**config.mk**
```make
export PLATFORM = sky130hd
export DESIGN_NAME = scoreboard_issue
export DESIGN_NICKNAME = d
export VERILOG_FILES = /design/src/rtl/scoreboard_issue.sv
export SDC_FILE = /design/constraint.sdc
export NUM_CORES = 1
export LEC_CHECK = 0
export BUFFER_PORTS_ARGS = -buffer_cell sky130_fd_sc_hd__buf_2
export CAP_MARGIN = 20
export CORE_MARGIN = 5
export CORE_UTILIZATION = 57
export CTS_CLUSTER_DIAMETER = 200
export DETAILED_ROUTE_END_ITERATION = 7
export PLACE_DENSITY = 0.84
export SYNTH_ARGS = -nofsm -noshare
export SYNTH_HDL_FRONTEND = slang
export SYNTH_SLANG_ARGS = --single-unit
```
**constraint.sdc**
```tcl
create_clock -name clk -period 4.7 [get_ports clk]
set_clock_uncertainty 0.15 [all_clocks]
set_input_delay 0.94 -clock clk [delete_from_list [all_inputs] [get_ports clk]]
set_output_delay 0.94 -clock clk [all_outputs]
set_load 0.02 [all_outputs]
```
**src/rtl/scoreboard_issue.sv**
```systemverilog
module scoreboard_issue #(
  parameter int KW = 18
) (
  input  logic           clk,
  input  logic           rst_n,
  input  logic           instr_valid,
  input  logic [KW+11:0] instr_word,
  output logic           instr_stall,
  output logic [9:0]     iss_unit,
  output logic [5:0]     iss_fm,
  output logic [2:0]     iss_i,
  output logic [2:0]     iss_j,
  output logic [2:0]     iss_k,
  output logic [KW-1:0]  iss_K,
  output logic           iss_long,
  input  logic [9:0]     unit_done
);
  localparam int IW = KW + 12;
  localparam int NU = 10;
  localparam logic [1:0] FX = 2'd1, FA = 2'd2, FB = 2'd3;
  localparam logic [4:0] NONE = 5'd0;

  logic [5:0] fm;
  logic [2:0] fi, fj, fk;
  assign fm = instr_word[IW-1 -: 6];
  assign fi = instr_word[IW-7 -: 3];
  assign fj = instr_word[IW-10 -: 3];
  assign fk = instr_word[IW-13 -: 3];

  assign iss_fm   = fm;
  assign iss_i    = fi;
  assign iss_j    = fj;
  assign iss_k    = fk;
  assign iss_K    = instr_word[KW-1:0];
  assign iss_long = (fm[5:3] == 3'o0) ? (fm != 6'o00) : (fm[5:3] >= 3'o5);

  function automatic logic [4:0] bx(input logic [2:0] n);
    return {FX, n};
  endfunction
  function automatic logic [4:0] ba(input logic [2:0] n);
    return {FA, n};
  endfunction
  function automatic logic [4:0] bb(input logic [2:0] n);
    return (n == 3'd0) ? NONE : {FB, n};
  endfunction

  logic [NU-1:0] cand;
  logic [4:0] d1, d2, s1, s2;

  always_comb begin
    cand = '0;
    d1 = NONE; d2 = NONE; s1 = NONE; s2 = NONE;
    case (fm[5:3])
      3'o0: begin
        cand[0] = 1'b1;
        if (fm[2:0] == 3'd2) s1 = bb(fi);
        else if (fm[2:0] == 3'd3) s1 = bx(fj);
        else if (fm[2]) begin s1 = bb(fi); s2 = bb(fj); end
      end
      3'o1: begin
        cand[1] = 1'b1;
        d1 = bx(fi);
        if (fm[2:0] != 3'd4) s1 = bx(fj);
        if (fm[2:0] != 3'd0) s2 = bx(fk);
      end
      3'o2: begin
        cand[2] = 1'b1;
        d1 = bx(fi); s1 = bb(fj); s2 = bx(fk);
      end
      3'o3: begin
        if (fm[2:1] == 2'b11) cand[4] = 1'b1;
        else cand[3] = 1'b1;
        d1 = bx(fi); s1 = bx(fj); s2 = bx(fk);
      end
      3'o4: begin
        if (fm[2]) cand[7] = 1'b1;
        else cand[6:5] = 2'b11;
        d1 = bx(fi); s1 = bx(fj); s2 = bx(fk);
      end
      3'o5: begin
        cand[9:8] = 2'b11;
        d1 = ba(fi); s1 = ba(fj);
        if (fi >= 3'd6) s2 = bx(fi);
        else if (fi != 3'd0) d2 = bx(fi);
      end
      3'o6: begin
        cand[9:8] = 2'b11;
        d1 = bb(fi); s1 = bb(fj);
      end
      default: begin
        cand[9:8] = 2'b11;
        d1 = bx(fi); s1 = bx(fj);
      end
    endcase
  end

  logic [NU-1:0] ubusy, ub_eff, free, pick;
  logic [4:0] ud1 [NU];
  logic [4:0] ud2 [NU];
  logic [4:0] us1 [NU];
  logic [4:0] us2 [NU];
  logic [31:0] pend, rdm;
  logic hazard, ok;

  assign ub_eff = ubusy & ~unit_done;

  always_comb begin
    pend = '0;
    rdm  = '0;
    for (int u = 0; u < NU; u++) begin
      if (ub_eff[u]) begin
        pend[ud1[u]] = 1'b1;
        pend[ud2[u]] = 1'b1;
        rdm[us1[u]]  = 1'b1;
        rdm[us2[u]]  = 1'b1;
      end
    end
    pend[7:0] = '0;
    rdm[7:0]  = '0;
  end

  assign hazard = pend[s1] | pend[s2] | pend[d1] | pend[d2] | rdm[d1] | rdm[d2];
  assign free   = cand & ~ub_eff;
  assign pick   = free & (~free + 10'd1);
  assign ok     = instr_valid & (|free) & ~hazard;
  assign iss_unit    = ok ? pick : '0;
  assign instr_stall = instr_valid & ~ok;

  always_ff @(posedge clk or negedge rst_n) begin
    if (!rst_n) begin
      ubusy <= '0;
      for (int u = 0; u < NU; u++) begin
        ud1[u] <= NONE; ud2[u] <= NONE; us1[u] <= NONE; us2[u] <= NONE;
      end
    end else begin
      for (int u = 0; u < NU; u++) begin
        if (iss_unit[u]) begin
          ubusy[u] <= 1'b1;
          ud1[u] <= d1; ud2[u] <= d2; us1[u] <= s1; us2[u] <= s2;
        end else if (unit_done[u]) begin
          ubusy[u] <= 1'b0;
        end
      end
    end
  end

  assert_single_issue_R8: assert property (@(posedge clk) disable iff (!rst_n)
    $onehot0(iss_unit));

  assert_b0_never_pending_R9: assert property (@(posedge clk) disable iff (!rst_n)
    !pend[{FB, 3'd0}]);

  for (genvar u = 0; u < NU; u++) begin : g_chk
    assert_take_free_R3: assert property (@(posedge clk) disable iff (!rst_n)
      iss_unit[u] |-> (!ubusy[u] || unit_done[u]));
    assert_mark_busy_R3: assert property (@(posedge clk) disable iff (!rst_n)
      iss_unit[u] |=> ubusy[u]);
    assert_release_R7: assert property (@(posedge clk) disable iff (!rst_n)
      (unit_done[u] && !iss_unit[u]) |=> !ubusy[u]);
    assert_idle_done_R11: assert property (@(posedge clk) disable iff (!rst_n)
      (!ubusy[u] && !iss_unit[u]) |=> !ubusy[u]);
  end
endmodule

```
==> key figures, run 1 <==
Outcome
  – Run status: stopped before the end
  – Stop stage: 5_1_grt
  – First Err: [ERROR GRT-0116] Global routing finished with congestion. Check the congestion regions in the DRC Viewer.

Synthesis
  – Syn_area_per_cell: 8.66 µm²
  – Dominant cell type by area after synthesis: dfrtp_1
  – Cell area after synthesis: 16,400 µm²
  – Yosys warns: 0
  – Register area share after synthesis: 30.6%
  – Post-synth EDFFs: 0
  – Synth unique cells: 73
  – FF+latch count, synth: 200
  – Net Count, Synth: 1,933
  – Synth Flop Type: dfrtp_1
  – Yosys top cell area share: 30.6%
  – Ys async rst share: 100%
  – Synth area leaders: dfrtp_1 (31%), o22ai_1 (10%), mux2_2 (7.6%)
  – Cells after synthesis: 1,890

Placement
  – Dpl ws: -480 ps
  – Buffers on Ports: 57
  – DP HPWL: 57.7 mm
  – Gpl congestion: 1.75

Clock tree
  – Num CTS Buffers: 17
  – CTS Sinks: 200
  – Clk buf depth: 2
  – H-tree depth: 4
  – Root cell of the clock tree: clkbuf_16

GRT
  – Total GRT Usage: 55.6%
  – Vias in the first global route: 22,100
  – First-pass GRT wire length: 138 mm
  – Global route overflow: 26
  – Largest net degree at the start of global routing: 119

Die
  – Starting density of the core: 57.3%
  – Rows: 62
  – Die H: 179 µm
  – I/O Pins: 88
  – Chip width: 179 µm
-- kinds of logic after synthesis --
kind of cell,after synthesis,synth area share [%]
DFF,200,30.6
muxes,118,8.07
and+or+nand+nor,901,35.3
buffers and inverters,165,4.82
AOI/OAI and AO/OA,506,21.2
-- per-layer routing --
layer  global-route usage [%]  GRT overflow
met2                     68.1            12
met5                     25.5             0
met1                     56.9             0
met4                     48.9            12
met3                     45.2             2
-- cells in the mapped netlist (56+ instances only) --
master / instances
clkbuf_1: 89
dfrtp_1: 200
mux2_2: 110
nand2_1: 92
nand2b_1: 58
nand3_1: 56
nand3b_1: 102
nor2_1: 103
nor2b_1: 65
nor3_1: 72
o22ai_1: 267
or3b_2: 59
-- what timing repair did --
item,CTS
setup endpoints to repair,11
pin swaps,37
hold buffers,0
resized for setup,131
buffers inserted,26
gates cloned,1
-- metrics by stage --
stage / instance area, µm² / util [%] / TNS [ps] / instances
3_3_place_gp: 18600 / 65.2 / -14820 / 2468
3_5_place_dp: 18600 / 65.2 / -14500 / 2468
2_1_floorplan: 16400 / - / 0 / 1890
4_1_cts: 20100 / 70.3 / -1320 / 2526
==> run 2, diff against run 1 <==
- CORE_UTILIZATION: 57 -> 40
- CTS_CLUSTER_DIAMETER: 200 -> default
- PLACE_DENSITY: 0.84 -> default
- PLACE_DENSITY_LB_ADDON: default -> 0.15
- clock period: 4.7 -> 6.1 ns (I/O delays scaled with it)
==> run 2 against run 1 <==
  * The flow now finishes without violations
  * Area after synthesis unchanged
  * Synthesized cell count unchanged
==> key figures, run 2 <==
Timing
  – Final Hold Viols: 0
  – Final worst slack: 28.7 ps
  – Fin. max-slew vios: 0
  – Setup TNS: 0 ps
  – Final setup fails: 0
  – Slew of the pin with the lowest slew margin: 1160 ps
  – Peak Freq: 165 MHz
  – Crit share post-route: 99.5%
  – RSZ-0062 raised after global routing: false
  – Worst hold slack: 378 ps
  – Min Tclk post-route: 6070 ps
  – Slew headroom: 22.1%

Power and ir drop
  – Sw Ratio: 43.4%
  – Sequential share of power: 42.7%
  – Clock power frac: 25.5%
  – Comb power frac: 31.8%
  – Overall power: 4.92 mW
  – Switch Pwr: 2.14 mW
  – Maximum vdd drop: 0.226 mV
  – Leak: 6.92 nW
  – Pint: 2.79 mW
  – P per Cell Area: 260 nW/µm²

Worst setup path
  – Cell at the slowest stage of the critical path: or3_1
  – Worst r2r src: ubusy[6]$_DFFE_PN0P_
  – Critical-path cell list: buf_2 -> or3_1 -> nand2_1 -> buf_6 -> o211ai_1 -> nor3_1 -> nand2_1 -> o21ai_0 -> buf_4 -> a31oi_1 -> o22ai_1 -> o31ai_1 -> buf_4 -> buf_12 -> nor4_4 -> buf_2
  – Worst Path Required: 4730 ps
  – Worst R2R Setup Slack: 1310 ps
  – FF-to-FF End: ud1[25]$_DFFE_PN0P_
  – Crit-path max FO: 16
  – Critical path class: in2out
  – Critical path data arrival time: 4700 ps
  – Nature of the critical path startpoint: primary input
  – Critical path capture point type: primary output
  – R2r worst-path depth: 13
  – Worst stage delay on the critical path: 400 ps

GRT
  – First-pass GRT wire length: 140 mm
  – Vias in the first global route: 18,200
  – Global route overflow: 0
  – Total GRT Usage: 44.1%
  – Number of antenna violations at the first check in global routing: 3
  – Largest net degree at the start of global routing: 149

Clock tree
  – H-tree depth: 4 (unchanged)
  – Root cell of the clock tree: clkbuf_16
  – Cts hold-fix bufs: 0 (unchanged)
  – Clock-pin slew on the worst setup and hold paths: 90 ps
  – Num CTS Buffers: 17 (unchanged)
  – TritonCTS clock tree: yes
  – Clk buf depth: 2 (unchanged)
  – CTS Sinks: 200 (unchanged)
  – Worst skew pair latency: 510 ps

Die
  – Core ar.: 40,600 µm²
  – Starting density of the core: 40.2% (-17 points)
  – Chip width: 212 µm (+18%)
  – Full die area: 45,000 µm²
  – Rows: 74 (+19%)
  – I/O Pins: 88 (unchanged)
  – Die H: 212 µm (+18%)

Synthesis
  – Post-synth EDFFs: 0 (unchanged)
  – Register area share after synthesis: 30.6% (unchanged)
  – Yosys warns: 0 (unchanged)
  – Cell area after synthesis: 16,400 µm² (unchanged)
  – Synth area leaders: dfrtp_1 (31%), o22ai_1 (10%), mux2_2 (7.6%)
  – Cells after synthesis: 1,890 (unchanged)
  – Net Count, Synth: 1,933 (unchanged)
  – Yosys top cell area share: 30.6% (unchanged)
  – FF+latch count, synth: 200 (unchanged)
  – Dominant cell type by area after synthesis: dfrtp_1
  – Syn_area_per_cell: 8.66 µm² (unchanged)
  – Synth Flop Type: dfrtp_1
  – Ys async rst share: 100% (unchanged)
  – Count leader, synth: o22ai_1
  – Synth unique cells: 73 (unchanged)
  – Commonest cells post-synth: o22ai_1 (267), dfrtp_1 (200), mux2_2 (110)

Layout
  – Post-route cell area: 19,000 µm²
  – FF/Latch Area: 5000 µm²
  – Share of cells above drive strength 1: 26.1%
  – Synth-to-Final Area Change: 16.0%
  – Multi-input logic area: 10,700 µm²
  – Biggest regs: ud1: 50 flops, us1: 50 flops, us2: 50 flops
  – Most common cell after layout, fill and taps aside: o22ai_1
  – Most frequent cells in the layout: o22ai_1 (266), dfrtp_1 (200), buf_4 (191)
  – Nets: 2,064
  – Number of fillers in the final layout: 3,986

Drt
  – ANT nets after route: 0
  – Routed len/inst: 39.8 µm
  – DR vias/cell: 7.49
  – # DRC: 0
  – Starting DRT DRC Count: 3,607
  – Vias: 19,200
  – 1st-pass router iterations: 6
  – DRT Wirelength: 102 mm

Hold path
  – Worst Hold End: ud2[30]$_DFFE_PN0P_
  – Hold Crit Depth: 1
  – Hold Path Class: reg2reg
  – Min-delay src: ud2[30]$_DFFE_PN0P_

Placement
  – Dpl ws: -350 ps (+130 ps)
  – Post-placement cell area: 18,200 µm² (-2.4%)
  – Buffers on Ports: 57 (unchanged)
  – Gpl congestion: 1.19 (-32%)
  – DP HPWL: 80.0 mm (+39%)

Outcome
  – Run status: finished, final reports clean

Job
  – Max-cap violations: 0
==> run 2: cell counts after synthesis <==
Identical to the previous run, type by type.
==> run 2: final cells by class <==
type | instances | share of cell area [%]
antenna | 2 | 0.0264
timing repair buffer | 256 | 9.84
tap | 532 | 3.51
sequential | 200 | 26.4
multi-input combinational | 1525 | 56.4
clock inverter | 15 | 1.15
clock buffer | 17 | 2.24
inverter | 21 | 0.415
==> run 2: power groups by stage <==
stage                     Combinational (mW)  Sequential [mW]  Clock (mW)
after floorplan                        0.988             1.87           0
after global placement                  1.47             2.06           0
after detailed placement                1.47             2.09           0
after CTS                               1.48             2.07        1.28
after global routing                    1.59             2.14        1.32
final                                   1.57             2.10        1.26
==> run 2: per-stage QoR <==
step	std cells	utilization, %
floorplan	1890	-
global placement	2527	44.7
detailed placement	2528	44.7
CTS	2564	46.4
global route	2566	46.7
finish	2568	46.7
==> run 2: logic make-up after synthesis <==
group	Yosys count	synth area share [%]
buffers and inverters	165	4.82
and+or+nand+nor	901	35.3
muxes	118	8.07
AOI/OAI and AO/OA	506	21.2
DFF	200	30.6
==> run 2: worst max-delay path: cells and delay by family <==
| family | cells | cell delay [ps] |
|---|---|---|
| AND/OR/NAND/NOR | 5 | 1360 |
| buffers and inverters | 6 | 1130 |
| AO/OA/AOI/OAI | 5 | 970 |
==> run 2: what timing repair did <==
action	4_1_cts	5_1_grt
endpoints found under the setup margin	5	10
endpoints found under the hold margin	0	0
resized for setup	4	21
pin swaps	3	2
setup buffers	4	2
==> run 2: worst max path at each step <==
stage / start / endpoint / slack [ps] / depth (start not counted)
5_1_grt: unit_done[9] / iss_unit[9] / 0.9 / 15
6_report: instr_word[27] / iss_unit[9] / 30 / 16
4_1_cts: instr_word[27] / iss_unit[9] / 10 / 15
3_5_place_dp: unit_done[6] / iss_unit[1] / -350 / 13
2_1_floorplan: unit_done[6] / iss_unit[2] / 830 / 12
3_3_place_gp: unit_done[6] / iss_unit[1] / -400 / 13
==> run 2: routing by layer <==
metal / global-route usage (%) / wire length [µm] / vias to the layer above
li1: - / - / 7741
met1: 50.3 / 35300 / 9429
met2: 70.4 / 46000 / 1528
met3: 11.3 / 10100 / 535
met4: 34.8 / 10700 / 2
met5: 0 / 14 / -
No activity file was read; power rests on OpenSTA's default activity.
==> run 3, diff against run 2 <==
- ABC_AREA: default -> 1
- REMOVE_ABC_BUFFERS: default -> 1
==> run 3 against run 2 <==
  * Utilization down 3.2 points
  * Critical path type unchanged
  * Worst setup slack better by 220 ps
  * First-iteration DRC count down 21%
  * Highest routed layer is now met4
  * Die area up 12%
  * Critical endpoint is now iss_unit[0]
  * Sequential power down 12%
  * Synthesized cell count up 74%
  * Fmax up 3.7%
  * Total power down 4.8%
  * Area after synthesis up 12%
  * Non-clock buffer count down 148
==> key figures, run 3 <==
Clock tree
  – CTS Sinks: 200 (unchanged)
  – Postcts setup bufs: 0 (-4)
  – Worst skew pair latency: 530 ps (+20 ps)
  – Clock-pin slew on the worst setup and hold paths: 90 ps (about the same)
  – H-tree depth: 4 (unchanged)
  – Clk buf depth: 2 (unchanged)
  – Cts repair resizes: 0 (-4)
  – Cts hold-fix bufs: 0 (unchanged)
  – Num CTS Buffers: 17 (unchanged)
  – TritonCTS clock tree: yes
  – Root cell of the clock tree: clkbuf_16

Synthesis
  – Synth area leaders: dfrtp_1 (27%), nand2_1 (22%), nor2_1 (12%)
  – Yosys top cell area share: 27.2% (-3.4 points)
  – Synth unique cells: 40 (-45%)
  – Cell area after synthesis: 18,400 µm² (+12%)
  – Cells after synthesis: 3,283 (+74%)
  – Commonest cells post-synth: nand2_1 (1,095), nor2_1 (595), inv_1 (364)
  – Post-synth EDFFs: 0 (unchanged)
  – Ys async rst share: 100% (unchanged)
  – Yosys warns: 0 (unchanged)
  – Synth Flop Type: dfrtp_1
  – Dominant cell type by area after synthesis: dfrtp_1
  – Register area share after synthesis: 27.2% (-3.4 points)
  – FF+latch count, synth: 200 (unchanged)
  – Count leader, synth: nand2_1
  – Syn_area_per_cell: 5.60 µm² (-35%)

Timing
  – Final setup fails: 0 (unchanged)
  – Final Hold Viols: 0 (unchanged)
  – Slew headroom: 31.3% (+9.1 points)
  – Fin. max-slew vios: 0 (unchanged)
  – Peak Freq: 171 MHz (+3.7%)
  – Slew of the pin with the lowest slew margin: 1030 ps (-133 ps)
  – RSZ-0062 raised after global routing: false
  – Crit share post-route: 96.0% (-3.5 points)
  – Min Tclk post-route: 5860 ps (-215 ps)

Power and ir drop
  – Maximum vdd drop: 0.158 mV (-30%)
  – Overall power: 4.69 mW (-4.8%)
  – P per Cell Area: 238 nW/µm² (-8.4%)
  – Leak: 10.2 nW (+48%)

Die
  – Chip width: 224 µm (+5.7%)
  – I/O Pins: 88 (unchanged)
  – Rows: 78 (+5.4%)
  – Core ar.: 45,400 µm² (+12%)
  – Die H: 224 µm (+5.7%)
  – Starting density of the core: 40.5% (+0.25 points)
  – Full die area: 50,300 µm² (+12%)

Layout
  – Synth-to-Final Area Change: 7.29%
  – Share of cells above drive strength 1: 5.96% (-20 points)
  – Nets: 3,317 (+61%)
  – Biggest regs: ud1: 50 flops, us1: 50 flops, us2: 50 flops
  – Most frequent cells in the layout: nand2_1 (1,095), nor2_1 (591), inv_1 (364)
  – Post-route cell area: 19,700 µm² (+3.9%)
  – Most common cell after layout, fill and taps aside: nand2_1

Worst setup path
  – FF-to-FF End: us1[38]$_DFFE_PN0P_
  – R2r worst-path depth: 18 (+5)
  – Crit-path max FO: 29 (+13)
  – Critical path class: in2out
  – Worst Path Required: 4730 ps (about the same)
  – Worst r2r src: ubusy[2]$_DFFE_PN0P_
  – Nature of the critical path startpoint: primary input
  – Critical path data arrival time: 4490 ps (-210 ps)
  – Worst R2R Setup Slack: 1880 ps (+570 ps)
  – Critical path capture point type: primary output

Outcome
  – Run status: finished, final reports clean

Drt
  – DR vias/cell: 5.83 (-22%)
  – ANT nets after route: 0 (unchanged)
  – 1st-pass router iterations: 6 (unchanged)
  – Vias: 22,700 (+18%)
  – DRT Wirelength: 94.2 mm (-7.8%)
  – Starting DRT DRC Count: 2,852 (-21%)
  – Routed len/inst: 24.2 µm (-39%)
  – # DRC: 0 (unchanged)

GRT
  – First-pass GRT wire length: 135 mm (-3.6%)
  – Vias in the first global route: 20,900 (+15%)
  – Global route overflow: 0 (unchanged)
  – Total GRT Usage: 36.3% (-7.9 points)
  – Largest net degree at the start of global routing: 106 (-29%)
  – Number of antenna violations at the first check in global routing: 1 (-2)

Placement
  – Buffers on Ports: 57 (unchanged)
  – DP HPWL: 75.7 mm (-5.4%)
  – Gpl congestion: 1.11 (-6.6%)
  – Post-placement cell area: 19,100 µm² (+5.0%)

Job
  – Max-cap violations: 0 (unchanged)

Hold path
  – Min-delay src: ud2[48]$_DFFE_PN0P_
  – Hold Crit Depth: 2 (+1)
  – Hold Path Class: reg2reg
  – Worst Hold End: ud2[48]$_DFFE_PN0P_
run 3: cell count changes after synthesis, moves of 101 or more:
cell,delta
nand2_1,+1003
nor2_1,+492
o22ai_1,-168
nand3b_1,-101
mux2_2,-110
o21ai_0,+140
nand3_1,+254
inv_1,+343
nand4_1,+138
run 3: worst max path at each step:
stage | start | end | slack (ps)
4_1_cts | unit_done[2] | iss_unit[0] | 390
5_1_grt | unit_done[2] | iss_unit[0] | 20
3_5_place_dp | unit_done[2] | iss_unit[0] | 420
2_1_floorplan | unit_done[0] | iss_unit[0] | -500
6_report | unit_done[2] | iss_unit[0] | 240
3_3_place_gp | unit_done[2] | iss_unit[0] | 450
run 3: worst max-delay path, stage by stage:
cell and delay [ps]:
buf_2 100, inv_1 100, nand2_1 360, inv_1 770, o21ai_0 270, nand2_1 170
a21oi_1 60, nand3_1 90, nand3_1 80, nand3_1 150, nand3_1 80, nand2_1 110
clkinv_1 70, nand2_1 100, nand2_4 270, nand3_1 260, inv_1 60, buf_2 150
run 3: report_power, final:
part | internal [mW] | switching [mW]
Clock | 0.571 | 0.716
Combinational | 0.381 | 1.17
Sequential | 1.53 | 0.324
Total | 2.48 | 2.20
run 3: final cells by class:
type | instances | area (µm²)
clock buffer | 17 | 425
multi-input combinational | 2554 | 11100
fill | 5010 | 25700
clock inverter | 15 | 211
timing repair buffer | 108 | 702
tap | 600 | 751
sequential | 200 | 5000
inverter | 393 | 1480
antenna | 1 | 2.50
run 3: per-layer routing:
| metal | track usage (%) | wire length [µm] | vias to the layer above |
|---|---|---|---|
| li1 | - | - | 10500 |
| met1 | 44.3 | 36400 | 10600 |
| met2 | 58.2 | 42600 | 1257 |
| met3 | 6.37 | 7290 | 302 |
| met4 | 25.3 | 7900 | 0 |
| met5 | 0 | 0 | - |
run 3: kinds of logic after synthesis:
family	share of synthesized area [%]
flip-flops	27.2
buffers and inverters	12.2
AO/OA/AOI/OAI	9.27
AND/OR/NAND/NOR	51.3
run 3: stage by stage:
step | hold WS [ps] | util (%) | cells | setup TNS, ps | setup WS, ps
6_report | 351 | 43.4 | 3888 | 0 | 244
5_1_grt | 372 | 43.4 | 3887 | 0 | 22.4
4_1_cts | 353 | 43.4 | 3887 | 0 | 393
3_5_place_dp | 328 | 42.0 | 3855 | 0 | 417
3_3_place_gp | 323 | 42.0 | 3855 | 0 | 450
2_1_floorplan | 308 | - | 3147 | -4570 | -498
